$ cat src/rtl/flash_probe_pkg.sv
package flash_probe_pkg;

  localparam logic [7:0] OP_IDENT  = 8'h9F;
  localparam logic [7:0] OP_WR_EN  = 8'h06;
  localparam logic [7:0] OP_STATUS = 8'h05;
  localparam logic [7:0] OP_UNLOCK = 8'h98;
  localparam logic [7:0] OP_DISCOV = 8'h5A;
  localparam logic [7:0] LOCKED_VENDOR = 8'hBF;
  localparam logic [7:0] SECTOR_ERASE_OP = 8'h20;

  typedef enum logic [3:0] {
    ST_IDLE, ST_IDENT, ST_WREN, ST_WEL_POLL, ST_WEL_GAP, ST_UNLOCK,
    ST_WIP_POLL, ST_WIP_GAP, ST_HDR, ST_TBL
  } probe_state_t;

  typedef enum logic [1:0] { PH_IDLE, PH_REQ, PH_WAIT } txn_phase_t;

  function automatic logic [7:0] byte_at(input logic [127:0] v, input int idx);
    return v[8*idx +: 8];
  endfunction

  // Header signature, revision and first-table checks.
  function automatic logic header_ok(input logic [127:0] h);
    logic sig;
    sig = byte_at(h, 0) == 8'h53 && byte_at(h, 1) == 8'h46 &&
          byte_at(h, 2) == 8'h44 && byte_at(h, 3) == 8'h50;
    return sig && byte_at(h, 5) == 8'd1 && byte_at(h, 8) == 8'd0 &&
           byte_at(h, 10) == 8'd1;
  endfunction

  // Pointer fields are little-endian; command address is big-endian.
  function automatic logic [23:0] table_pointer(input logic [127:0] h);
    return {byte_at(h, 14), byte_at(h, 13), byte_at(h, 12)};
  endfunction

  function automatic logic table_ok(input logic [127:0] t);
    logic [7:0] t0, t1, t2, t7;
    t0 = byte_at(t, 0);
    t1 = byte_at(t, 1);
    t2 = byte_at(t, 2);
    t7 = byte_at(t, 7);
    return t0[1:0] == 2'b01 && t1 == SECTOR_ERASE_OP && !t2[2] && !t7[7];
  endfunction

  function automatic logic [31:0] capacity_bytes(input logic [127:0] t);
    logic [31:0] density_bits_m1;
    density_bits_m1 = {byte_at(t, 7), byte_at(t, 6), byte_at(t, 5), byte_at(t, 4)};
    return (density_bits_m1 >> 3) + 32'd1;
  endfunction

endpackage

$ cat src/rtl/probe_rx_capture.sv
module probe_rx_capture #(
  parameter int MAX_BYTES = 16
) (
  input  logic                   clk,
  input  logic                   rst_n,
  input  logic                   clear,
  input  logic                   rx_valid,
  input  logic [7:0]             rx_byte,
  output logic [MAX_BYTES*8-1:0] bytes_o
);
  localparam int IW = $clog2(MAX_BYTES) + 1;

  logic [IW-1:0] wr_idx;

  always_ff @(posedge clk or negedge rst_n) begin
    if (!rst_n)                                   wr_idx <= '0;
    else if (clear)                               wr_idx <= '0;
    else if (rx_valid && wr_idx < IW'(MAX_BYTES)) wr_idx <= wr_idx + 1'b1;
  end

  for (genvar g = 0; g < MAX_BYTES; g++) begin : g_slot
    always_ff @(posedge clk or negedge rst_n) begin
      if (!rst_n)                                bytes_o[8*g +: 8] <= 8'h00;
      else if (rx_valid && wr_idx == IW'(g))     bytes_o[8*g +: 8] <= rx_byte;
    end
  end
endmodule

$ cat src/rtl/probe_poll_timer.sv
module probe_poll_timer #(
  parameter int POLL_LIMIT = 10000,
  parameter int GAP_CYCLES = 1000
) (
  input  logic clk,
  input  logic rst_n,
  input  logic clear,
  input  logic count_busy,
  input  logic gap_load,
  output logic last_poll,
  output logic gap_over
);
  localparam int CW = $clog2(POLL_LIMIT + 1);
  localparam int GW = $clog2(GAP_CYCLES + 1);

  logic [CW-1:0] polls;
  logic [GW-1:0] gap_left;

  always_ff @(posedge clk or negedge rst_n) begin
    if (!rst_n)          polls <= '0;
    else if (clear)      polls <= '0;
    else if (count_busy) polls <= polls + 1'b1;
  end

  always_ff @(posedge clk or negedge rst_n) begin
    if (!rst_n)              gap_left <= '0;
    else if (gap_load)       gap_left <= GW'(GAP_CYCLES);
    else if (gap_left != '0) gap_left <= gap_left - 1'b1;
  end

  // The current busy answer is the last one allowed.
  assign last_poll = (polls == CW'(POLL_LIMIT - 1));
  assign gap_over  = (gap_left == '0);
endmodule

$ cat src/rtl/flash_probe.sv
module flash_probe
  import flash_probe_pkg::*;
#(
  parameter int POLL_LIMIT = 10000,
  parameter int GAP_CYCLES = 1000
) (
  input  logic        clk,
  input  logic        rst_n,
  input  logic        start,
  output logic        busy,
  output logic        done,
  output logic        error,
  output logic [31:0] size_bytes,
  output logic        cs_n,
  output logic        txn_req,
  output logic [7:0]  txn_opcode,
  output logic [23:0] txn_addr,
  output logic        txn_addr_en,
  output logic        txn_dummy,
  output logic [4:0]  txn_rd_len,
  input  logic        txn_ack,
  input  logic        rx_valid,
  input  logic [7:0]  rx_byte,
  input  logic        txn_end
);
  localparam int BUF_BYTES = 16;

  probe_state_t state, nxt_state;
  txn_phase_t   phase;
  logic [23:0]  tbl_addr;
  logic [BUF_BYTES*8-1:0] rx_buf;
  logic [7:0]   first_byte;

  // Named events
  logic cmd_finished, finish_ok, finish_bad;
  logic timer_clear, poll_busy_note, gap_load, last_poll, gap_over;
  logic accept_start;

  assign accept_start = (state == ST_IDLE) && start;
  assign cmd_finished = (phase == PH_WAIT) && txn_end;
  assign first_byte   = byte_at(rx_buf, 0);

  probe_rx_capture #(.MAX_BYTES(BUF_BYTES)) rx_cap_i (
    .clk(clk), .rst_n(rst_n), .clear(txn_ack),
    .rx_valid(rx_valid), .rx_byte(rx_byte), .bytes_o(rx_buf)
  );

  probe_poll_timer #(.POLL_LIMIT(POLL_LIMIT), .GAP_CYCLES(GAP_CYCLES)) timer_i (
    .clk(clk), .rst_n(rst_n), .clear(timer_clear),
    .count_busy(poll_busy_note), .gap_load(gap_load),
    .last_poll(last_poll), .gap_over(gap_over)
  );

  // Decide what follows a finished command.
  always_comb begin
    nxt_state      = state;
    finish_ok      = 1'b0;
    finish_bad     = 1'b0;
    timer_clear    = accept_start;
    poll_busy_note = 1'b0;
    gap_load       = 1'b0;
    if (cmd_finished) begin
      unique case (state)
        ST_IDENT: begin
          timer_clear = 1'b1;
          nxt_state   = (first_byte == LOCKED_VENDOR) ? ST_WREN : ST_WIP_POLL;
        end
        ST_WREN: begin
          timer_clear = 1'b1;
          nxt_state   = ST_WEL_POLL;
        end
        ST_WEL_POLL: begin
          if (first_byte[1])  nxt_state = ST_UNLOCK;
          else if (last_poll) finish_bad = 1'b1;
          else begin
            nxt_state = ST_WEL_GAP; poll_busy_note = 1'b1; gap_load = 1'b1;
          end
        end
        ST_UNLOCK: begin
          timer_clear = 1'b1;
          nxt_state   = ST_WIP_POLL;
        end
        ST_WIP_POLL: begin
          if (!first_byte[0]) nxt_state = ST_HDR;
          else if (last_poll) finish_bad = 1'b1;
          else begin
            nxt_state = ST_WIP_GAP; poll_busy_note = 1'b1; gap_load = 1'b1;
          end
        end
        ST_HDR: begin
          if (header_ok(rx_buf)) nxt_state = ST_TBL;
          else                   finish_bad = 1'b1;
        end
        ST_TBL: begin
          if (table_ok(rx_buf)) finish_ok  = 1'b1;
          else                  finish_bad = 1'b1;
        end
        default: ;
      endcase
    end
  end

  always_ff @(posedge clk or negedge rst_n) begin
    if (!rst_n) begin
      state      <= ST_IDLE;
      phase      <= PH_IDLE;
      done       <= 1'b0;
      error      <= 1'b0;
      size_bytes <= '0;
      tbl_addr   <= '0;
    end else begin
      done  <= 1'b0;
      error <= 1'b0;
      unique case (state)
        ST_IDLE: if (start) begin
          size_bytes <= '0;
          state      <= ST_IDENT;
        end
        ST_WEL_GAP: if (gap_over) state <= ST_WEL_POLL;
        ST_WIP_GAP: if (gap_over) state <= ST_WIP_POLL;
        default: begin
          unique case (phase)
            PH_IDLE: phase <= PH_REQ;
            PH_REQ:  if (txn_ack) phase <= PH_WAIT;
            default: if (txn_end) phase <= PH_IDLE;
          endcase
          if (cmd_finished) begin
            if (state == ST_HDR) tbl_addr <= table_pointer(rx_buf);
            if (finish_ok) begin
              state      <= ST_IDLE;
              done       <= 1'b1;
              size_bytes <= capacity_bytes(rx_buf);
            end else if (finish_bad) begin
              state      <= ST_IDLE;
              done       <= 1'b1;
              error      <= 1'b1;
              size_bytes <= '0;
            end else begin
              state <= nxt_state;
            end
          end
        end
      endcase
    end
  end

  // Command fields follow the state.
  always_comb begin
    txn_opcode  = OP_STATUS;
    txn_addr    = '0;
    txn_addr_en = 1'b0;
    txn_dummy   = 1'b0;
    txn_rd_len  = 5'd1;
    unique case (state)
      ST_IDENT:  begin txn_opcode = OP_IDENT;  txn_rd_len = 5'd3; end
      ST_WREN:   begin txn_opcode = OP_WR_EN;  txn_rd_len = 5'd0; end
      ST_UNLOCK: begin txn_opcode = OP_UNLOCK; txn_rd_len = 5'd0; end
      ST_HDR: begin
        txn_opcode = OP_DISCOV; txn_addr_en = 1'b1; txn_dummy = 1'b1;
        txn_rd_len = 5'd16;
      end
      ST_TBL: begin
        txn_opcode = OP_DISCOV; txn_addr_en = 1'b1; txn_dummy = 1'b1;
        txn_addr = tbl_addr; txn_rd_len = 5'd8;
      end
      default: ;
    endcase
  end

  assign busy    = (state != ST_IDLE);
  assign txn_req = (phase == PH_REQ);
  assign cs_n    = (phase == PH_IDLE);
endmodule

$ cat config.mk
export PLATFORM = sky130hd
export DESIGN_NAME = flash_probe
export DESIGN_NICKNAME = d
export VERILOG_FILES = /design/src/rtl/flash_probe_pkg.sv /design/src/rtl/probe_rx_capture.sv /design/src/rtl/probe_poll_timer.sv /design/src/rtl/flash_probe.sv
export SDC_FILE = /design/constraint.sdc
export NUM_CORES = 1
export LEC_CHECK = 0
export CAP_MARGIN = 25
export CORE_MARGIN = 5
export CORE_UTILIZATION = 57
export DETAILED_ROUTE_END_ITERATION = 10
export PLACE_DENSITY = 0.92
export RECOVER_POWER = 100
export SYNTH_ARGS = -nofsm -noshare
export SYNTH_HDL_FRONTEND = slang
export SYNTH_SLANG_ARGS = --single-unit
$ cat constraint.sdc
create_clock -name clk -period 3.22 [get_ports clk]
set_input_delay 0.805 -clock clk [delete_from_list [all_inputs] [get_ports clk]]
set_output_delay 0.805 -clock clk [all_outputs]
set_load 0.01 [all_outputs]
* Word level (Yosys, flattened, before mapping)
Cells that the tools add are included.
Storage, ports and cells: register bits after elaboration 197, input bits 14, output and inout bits 76, word-level logic and storage cells 176
Operators by class: add/subtract/negate cells 4, $lt $le $gt $ge 1, equal/unequal tests 40, mux-type cells 56, bitwise gates (word level) 2, reduce and logical (&&, ||, !) cells 51
Operator list (count):
- two-way mux 32 bit | 4
- case mux 32 bit (2 select lines) | 1
- two-way mux 4 bit | 11
- equality test 8 x 7 -> 1 bit (second input constant) | 4
- case mux 8 bit (4 select lines) | 1
- adder 29 x 1 -> 30 bit (second input constant) | 1
- two-way mux 14 bit | 2
- equality test 5 x 4 -> 1 bit (second input constant) | 5
- logical AND 1 bit | 25
- two-way mux 24 bit | 1
- case mux 4 bit (6 select lines) | 1
- two-way mux 1 bit | 23
- equality test 5 x 3 -> 1 bit (second input constant) | 4
- two-way mux 10 bit | 2
- case mux 5 bit (4 select lines) | 1
- equality test 4 x 3 -> 1 bit (second input constant) | 4
- equality test 8 x 1 -> 1 bit (second input constant) | 2
- adder 14 x 1 -> 14 bit (second input constant) | 1
- equality test 14 bit (second input constant) | 1
- case mux 4 bit (3 select lines) | 1
- nonzero test 11 bit | 1
- equality test 5 x 2 -> 1 bit (second input constant) | 2
- logical NOT 10 bit | 1
- two-way mux 5 bit | 2
- other kinds (36) | 53

* Depth between registers and ports, before layout
Gate-level depths: netlist of run 1.
depth after elaboration 14, depth in mapped cells 12, mapped depth without buffers 9

* Hierarchy
Synthesis of run 1 repeated with hierarchy kept, for this count alone.
Unflattened totals: cells, all modules 791, area total of the unflattened synthesis 9980.8 sq um
By module, submodules not included:
- probe_rx_capture | instances 1, cells an instance 321, area each 5226.3 sq um, seq. area each 3328.2 sq um
- flash_probe | instances 1, cells an instance 346, area each 3517.1 sq um, seq. area each 1551.5 sq um
- probe_poll_timer | instances 1, cells an instance 124, area each 1237.4 sq um, seq. area each 600.6 sq um

* Worst setup path before layout of run 1
OpenSTA, ideal clock, no wires.
path kind input to register, start input txn_end, end register size_bytes[18], library setup time 0.121 ns, data arrival time 2.398 ns, data required time 3.099 ns, path slack 0.701 ns, stages 10, path buffers 3, cells stage by stage nand2_1 > or2_1 > or3_1 > buf_2 > o221a_4 > clkinv_2 > a21oi_2 > buf_6 > buf_6 > a22o_1
On the way: longest elaborated chain between the ends 5, elaborated cells on any way between the ends 9, classes of those cells mux: 5; reduce/logical: 4
Ends and longest elaborated chain:
- start: declaration | line flash_probe.sv:24 | input logic txn_end
- logical AND 1 bit (*) | line flash_probe.sv:40 | assign cmd_finished = (phase == PH_WAIT) && txn_end;
- two-way mux 1 bit | line flash_probe.sv:62 | if (cmd_finished) begin
- two-way mux 32 bit | line flash_probe.sv:129 | if (finish_ok) begin
- two-way mux 32 bit | line flash_probe.sv:127 | if (cmd_finished) begin
- case mux 32 bit (2 select lines) | line flash_probe.sv:114 | unique case (state)
- end signal: assignment | line flash_probe.sv:132 | size_bytes <= capacity_bytes(rx_buf);
- end: declaration | line flash_probe.sv:13 | output logic [31:0] size_bytes,
Mark *: on every way between the ends. The rest lies on a longest branch, timed or not. The select of a mux whose other input is x is not followed. A chain may end at the register's enable or synchronous reset.

* Worst setup path in the final report of run 1
start register state[1], end output txn_addr[7]
On the way: longest elaborated chain between the ends 2
Ends and longest elaborated chain:
- start: declaration | line flash_probe.sv:28 | probe_state_t state, nxt_state;
- start signal: assignment | line flash_probe.sv:139 | state <= nxt_state;
- equality test 4 bit | line flash_probe.sv:154 | unique case (state)
- two-way mux 24 bit | line flash_probe.sv:154
- end: declaration | line flash_probe.sv:17 | output logic [23:0] txn_addr,
No other way between the ends.

==> metrics, run 1 <==
GPL Wtd Cong 0.896; number of synthesized flops with an enable pin 0; final core occ 0.688; Gate power share 0.082; Die Area 18,100 um2; DR WL/cell 19.6 um; internal power 4.06 mW; final HPWL from detailed placement 13,400 um; Flop pwr share 0.516; Crit. End Element output pin; vias in the first global route 6,296; Worst Path Required 2410 ps; commonest cells after routing, fill and taps aside dfrtp_1, mux2_2, nor2_1, dlygate4sd3_1, nand2_1; worst setup margin 87.5 ps; drc violations 0; top_reg_cell synth dfrtp_1; YS warnings 0; final net count 844; synth-to-layout area growth 18.3%; initial antenna violation count 1; Worst Setup SP state[1]; Sw Share 0.232; sw power 1.23 mW; arrival time worst endpoint 2330 ps; Initial Util 0.582; max-capacitance violation count 1; hold_sp rx_cap_i.bytes_o[35]; reg2reg start rx_cap_i.bytes_o[1]; setup TNS 0 ps; clock tree from TritonCTS built; H-tree levels 4; FFs w/ async S/R, synth 1.00; Die Y 135 um; placed cells 988; clk buf depth 2; drt pass-1 iters 5; Cell Count, Final, Fillers Out 1,024; min Tclk post-route 3130 ps; post-synthesis instance area 8840 um2; vias per cell 5.97; Finish-stage setup viols 0; Worst Hold Class reg2reg; Worst Setup Start Kind flip-flop; leading cell type in the layout, fill and taps excluded dfrtp_1; pre-CTS setup slack 185 ps; IO buf count 85; Root Driver clkbuf_16; Die Wd 135 um; Crit Path Max Fanout 14; clock sinks 192; failing checks capacitance limit, slew limit; Hold Path Depth 1; Yosys reg bits 192; Post-Synthesis Cells 733; Rel. slew slack -0.0116; io pins 90; layout cells sized above 1 0.214; fin. max-slew vios 64; crit path kind reg2out; total gr overflow 0; multi-input logic area 3780 um2; Final Hold Viols 0; first-pass GRT wire length 33,100 um; Clock transition at path regs 60 ps; fmax 0.319 GHz; post-route ant nets 0; Clock power frac 0.402; Worst Tran Pin Value 1520 ps; num rows 45; GR Util All Layers 0.230; clock skew 10.4 ps; Peak VDD IR 0.000405 V; CORE AREA 15,200 um2; final worst-path cycle share 0.973; Reg area 4810 um2; Avg Cell Area, Syn 12.1 um2; flop-to-flop setup slack 220 ps; Num CTS Buffers 17; met2 WL 9960 um; count of different cell masters after synthesis 66; Worst Reg-to-Reg Cells 8; run status finished with violations; fill count 1,046; unrepaired setup endpoints after global routing no; drt total wl 20,000 um; Iter 0 DRT Violations 560; clk_lat worst skew 430 ps; Max Used Layer met4; Vias 6,115; met1 WL 8490 um; Power Density 505 nW/um2; P_leak 4.97 nW; Met3 Wirelength 1190 um; largest net degree at the start of global routing 64; register area share after synthesis 0.543
## state kept, by name, indices dropped and copies added, names as in the netlist
signal	cells
rx_cap_i.wr_idx	5
state	4
timer_i.polls	14
done	1
size_bytes	30
phase	2
rx_cap_i.bytes_o	101
tbl_addr	24
error	1
timer_i.gap_left	10
## Yosys cell counts (all sizes together), types with 3 or more instances
library cell  instances  area [um2]
or4b                  4        40.0
mux2                126        1420
nand4                13        81.3
a31oi                 5        31.3
ha                    7        87.6
dfrtp               192        4800
or3b                  3        26.3
o21ai                 7        35.0
a22o                 26         228
nand2                42         158
mux2i                 5        50.1
nor3                 12        65.1
and2                 24         150
xnor2                30         263
nand2b                3        18.8
and3                  9        56.3
nand3                18        95.1
xor2                 19         166
nor4                 20         150
nor2                 53         199
nor4bb                3        30.0
clkbuf               17        65.1
inv                  16        60.1
or2                   3        18.8
o2bb2ai               5        43.8
a21boi                3        22.5
nor4b                 4        35.0
a21oi                11        62.6
nor2b                 5        31.3
buf                  19         118
## worst max-delay path, stage by stage, from the launching register on
cell and delay [ps]:
dfrtp_1 370, nand2b_1 320, nor2_4 270, buf_6 200, and2_0 190, clkdlybuf4s50_1 550
## cell type report
type / instances / share of cell area
flip-flops and latches: 192 / 0.459
diodes: 1 / 0.000239
clock inverters: 9 / 0.0126
clock buffers: 22 / 0.0444
well taps: 188 / 0.0225
multi-input cells: 490 / 0.361
inverters: 18 / 0.00658
repair buffers: 104 / 0.0930
## final timing paths
| check | end |
|---|---|
| worst max-delay path | txn_addr[7] |
| worst min-delay path | size_bytes[0] |
| worst max register to register | size_bytes[22] |
| worst min register to register | size_bytes[0] |
| max in group asynchronous | state[2] |
| min in group asynchronous | timer_i.gap_left[6] |
## cell families (layout without fill, tap and decap cells)
group	Yosys count	in the layout	synth area share
AND/OR/NAND/NOR	228	228	0.141
multiplexers	131	131	0.166
flip-flops	192	192	0.543
XOR/XNOR	49	49	0.0485
adder cells (fa/ha/maj)	7	7	0.00990
buffers and inverters	54	153	0.0284
AO/OA/AOI/OAI	71	71	0.0620
other	1	5	0.000424
## routing by layer
metal,global-route usage,up-vias
li1,-,2777
met1,0.299,3066
met2,0.379,229
met3,0.0540,43
met4,0.0905,0
met5,0,-
## power by group through the flow
stage          clock network, mW  registers, mW  logic (mW)
2_1_floorplan                  0           2.72       0.288
3_3_place_gp                   0           2.75       0.424
3_5_place_dp                   0           2.76       0.446
4_1_cts                     2.15           2.72       0.452
5_1_grt                     2.25           2.74       0.476
6_report                    2.13           2.73       0.433
## repair_timing
item,4_1_cts,5_1_grt
resized for setup,1,5
hold buffers,0,0
gates cloned,0,1
pin swaps,0,0
buffers inserted,0,3
setup endpoints to repair,2,24
## through the flow
stage / power (mW) / hold slack [ps] / instance area, um2
floorplan: 3.00 / 459 / 8850
global placement: 3.17 / 479 / 9880
detailed placement: 3.20 / 486 / 9890
CTS: 5.32 / 367 / 10500
global route: 5.47 / 514 / 10500
finish: 5.29 / 496 / 10500
(Power assumes the default switching activity.)
==> run 2, diff against run 1 <==
Settings changed: HOLD_SLACK_MARGIN set to 0.15.
==> results of run 2 <==
No change in the layout: final DEF, timing and power equal those of run 1.
==> run 3, diff against run 2 <==
Settings changed: CELL_PAD_IN_SITES_DETAIL_PLACEMENT set to 1, CELL_PAD_IN_SITES_GLOBAL_PLACEMENT set to 2, CORE_UTILIZATION 57 to 39, MAX_ROUTING_LAYER set to met4.
==> metrics, run 3 (same netlist as run 1, synthesis figures left out) <==
clock sinks 192; post-route ant nets 0; Worst Setup SP state[2]; initial antenna violation count 0; placed cells 1,088; vias per cell 5.36; io pins 90; CP Cell Sequence buf_4 > inv_1 > nand3_2 > inv_1 > dlygate4sd3_1; flop-to-flop setup slack 300 ps; final core occ 0.471; Cell Count, Final, Fillers Out 1,120; cell mode on critical path inv_1; Worst path max stage delay 620 ps; setup TNS 0 ps; Num CTS Buffers 17; Root Driver clkbuf_16; Iter 0 DRT Violations 290; Reg with most FFs rx_cap_i.bytes_o; Peak VDD IR 0.000362 V; CORE AREA 22,500 um2; failing checks capacitance limit, slew limit; Initial Util 0.393; max-capacitance violation count 1; internal power 3.85 mW; Power Density 497 nW/um2; Worst Tran Pin Value 1860 ps; fmax 0.324 GHz; Die Wd 161 um; fin. max-slew vios 69; drc violations 0; drt pass-1 iters 4; Top Registers rx_cap_i.bytes_o x101, size_bytes x30, tbl_addr x24; P_leak 4.97 nW; Worst Setup EP txn_addr_en; fin area 10,600 um2; final net count 843; commonest cells after routing, fill and taps aside dfrtp_1, mux2_2, nor2_1, clkdlybuf4s50_1, nand2_1; Worst Hold Class reg2reg; first-pass GRT wire length 37,100 um; Finish-stage setup viols 0; drt total wl 21,900 um; largest net degree at the start of global routing 71; min Tclk post-route 3080 ps; reg2reg start rx_cap_i.bytes_o[8]; Die Area 25,800 um2; clock tree from TritonCTS built; Gate power share 0.084; Flop pwr share 0.518; synth-to-layout area growth 19.8%; sw power 1.42 mW; Clock power frac 0.398; Worst Path Required 2410 ps; final HPWL from detailed placement 15,000 um; Crit. End Element output pin; crit path kind reg2out; run status finished with violations; final worst-path cycle share 0.958; Rel. slew slack -0.240; arrival time worst endpoint 2280 ps; GR Util All Layers 0.184; unrepaired setup endpoints after global routing no; Worst Reg-to-Reg Cells 8; vias in the first global route 6,705; Sw Share 0.269; clk_lat worst skew 440 ps; Final Hold Viols 0; GPL Wtd Cong 0.837; total gr overflow 0; layout cells sized above 1 0.217; clock skew 11.1 ps; IO buf count 85; Vias 5,998; DR WL/cell 19.5 um; CP max-delay cell dlygate4sd3_1; placed inst area 10,100 um2; Crit Path Max Fanout 9; Die Y 161 um; num rows 55; Clock transition at path regs 80 ps; clk buf depth 2; Tot Pwr 5.26 mW; max reg flops 101; Post-CTS Setup Bufs 0; H-tree levels 4; Worst Setup Start Kind flip-flop; reg2reg end size_bytes[14]; leading cell type in the layout, fill and taps excluded dfrtp_1; number of diodes 0
==> run 3: per-stage QoR <==
| step | setup WS, ps | hold WS (ps) |
|---|---|---|
| 6_report | 135 | 502 |
| 5_1_grt | 9.64 | 523 |
| 4_1_cts | 100 | 397 |
| 3_5_place_dp | 164 | 487 |
| 3_3_place_gp | 217 | 477 |
| 2_1_floorplan | 701 | 459 |
==> run 3: what timing repair did <==
action                     4_1_cts  5_1_grt
setup endpoints to repair        0        2
hold buffers                     0        0
gates resized for setup          0        1
==> run 3: power by group through the flow <==
| stage | Combinational (mW) | Clock, mW | Sequential [mW] |
|---|---|---|---|
| floorplan | 0.288 | 0 | 2.72 |
| global placement | 0.438 | 0 | 2.75 |
| detailed placement | 0.459 | 0 | 2.77 |
| CTS | 0.463 | 2.14 | 2.72 |
| global route | 0.490 | 2.26 | 2.74 |
| finish | 0.442 | 2.10 | 2.72 |
==> run 3: worst max-delay path, delay by kind of cell, from the launching register on <==
kind / cells / cell delay [ps]
buffers and inverters: 4 / 1160
AND/OR/NAND/NOR: 1 / 180
flip-flops: 1 / 500
==> run 3: cell type report <==
class / instances / area (um2)
Fill cell: 2334 / 11900
Sequential cell: 192 / 4800
Multi-Input combinational cell: 490 / 3770
Timing Repair Buffer: 103 / 997
Clock buffer: 17 / 425
Tap cell: 285 / 357
Clock inverter: 15 / 168
Inverter: 18 / 68.8
==> run 3: per-layer routing <==
layer	vias up	global-route usage	wire [um]
met5	-	-	0
met2	94	0.299	11000
met1	3098	0.243	10100
met4	0	0.0403	295
li1	2783	-	-
met3	23	0.0352	549
==> run 3: worst min path at each step <==
stage / from / end / cells after the start
final: tbl_addr[0] / tbl_addr[0] / 1
after global routing: rx_cap_i.bytes_o[30] / rx_cap_i.bytes_o[30] / 1
after CTS: rst_n / timer_i.gap_left[2] / 1
after detailed placement: tbl_addr[5] / tbl_addr[5] / 1
after global placement: size_bytes[28] / size_bytes[28] / 1
after floorplan: rx_cap_i.bytes_o[35] / size_bytes[0] / 1
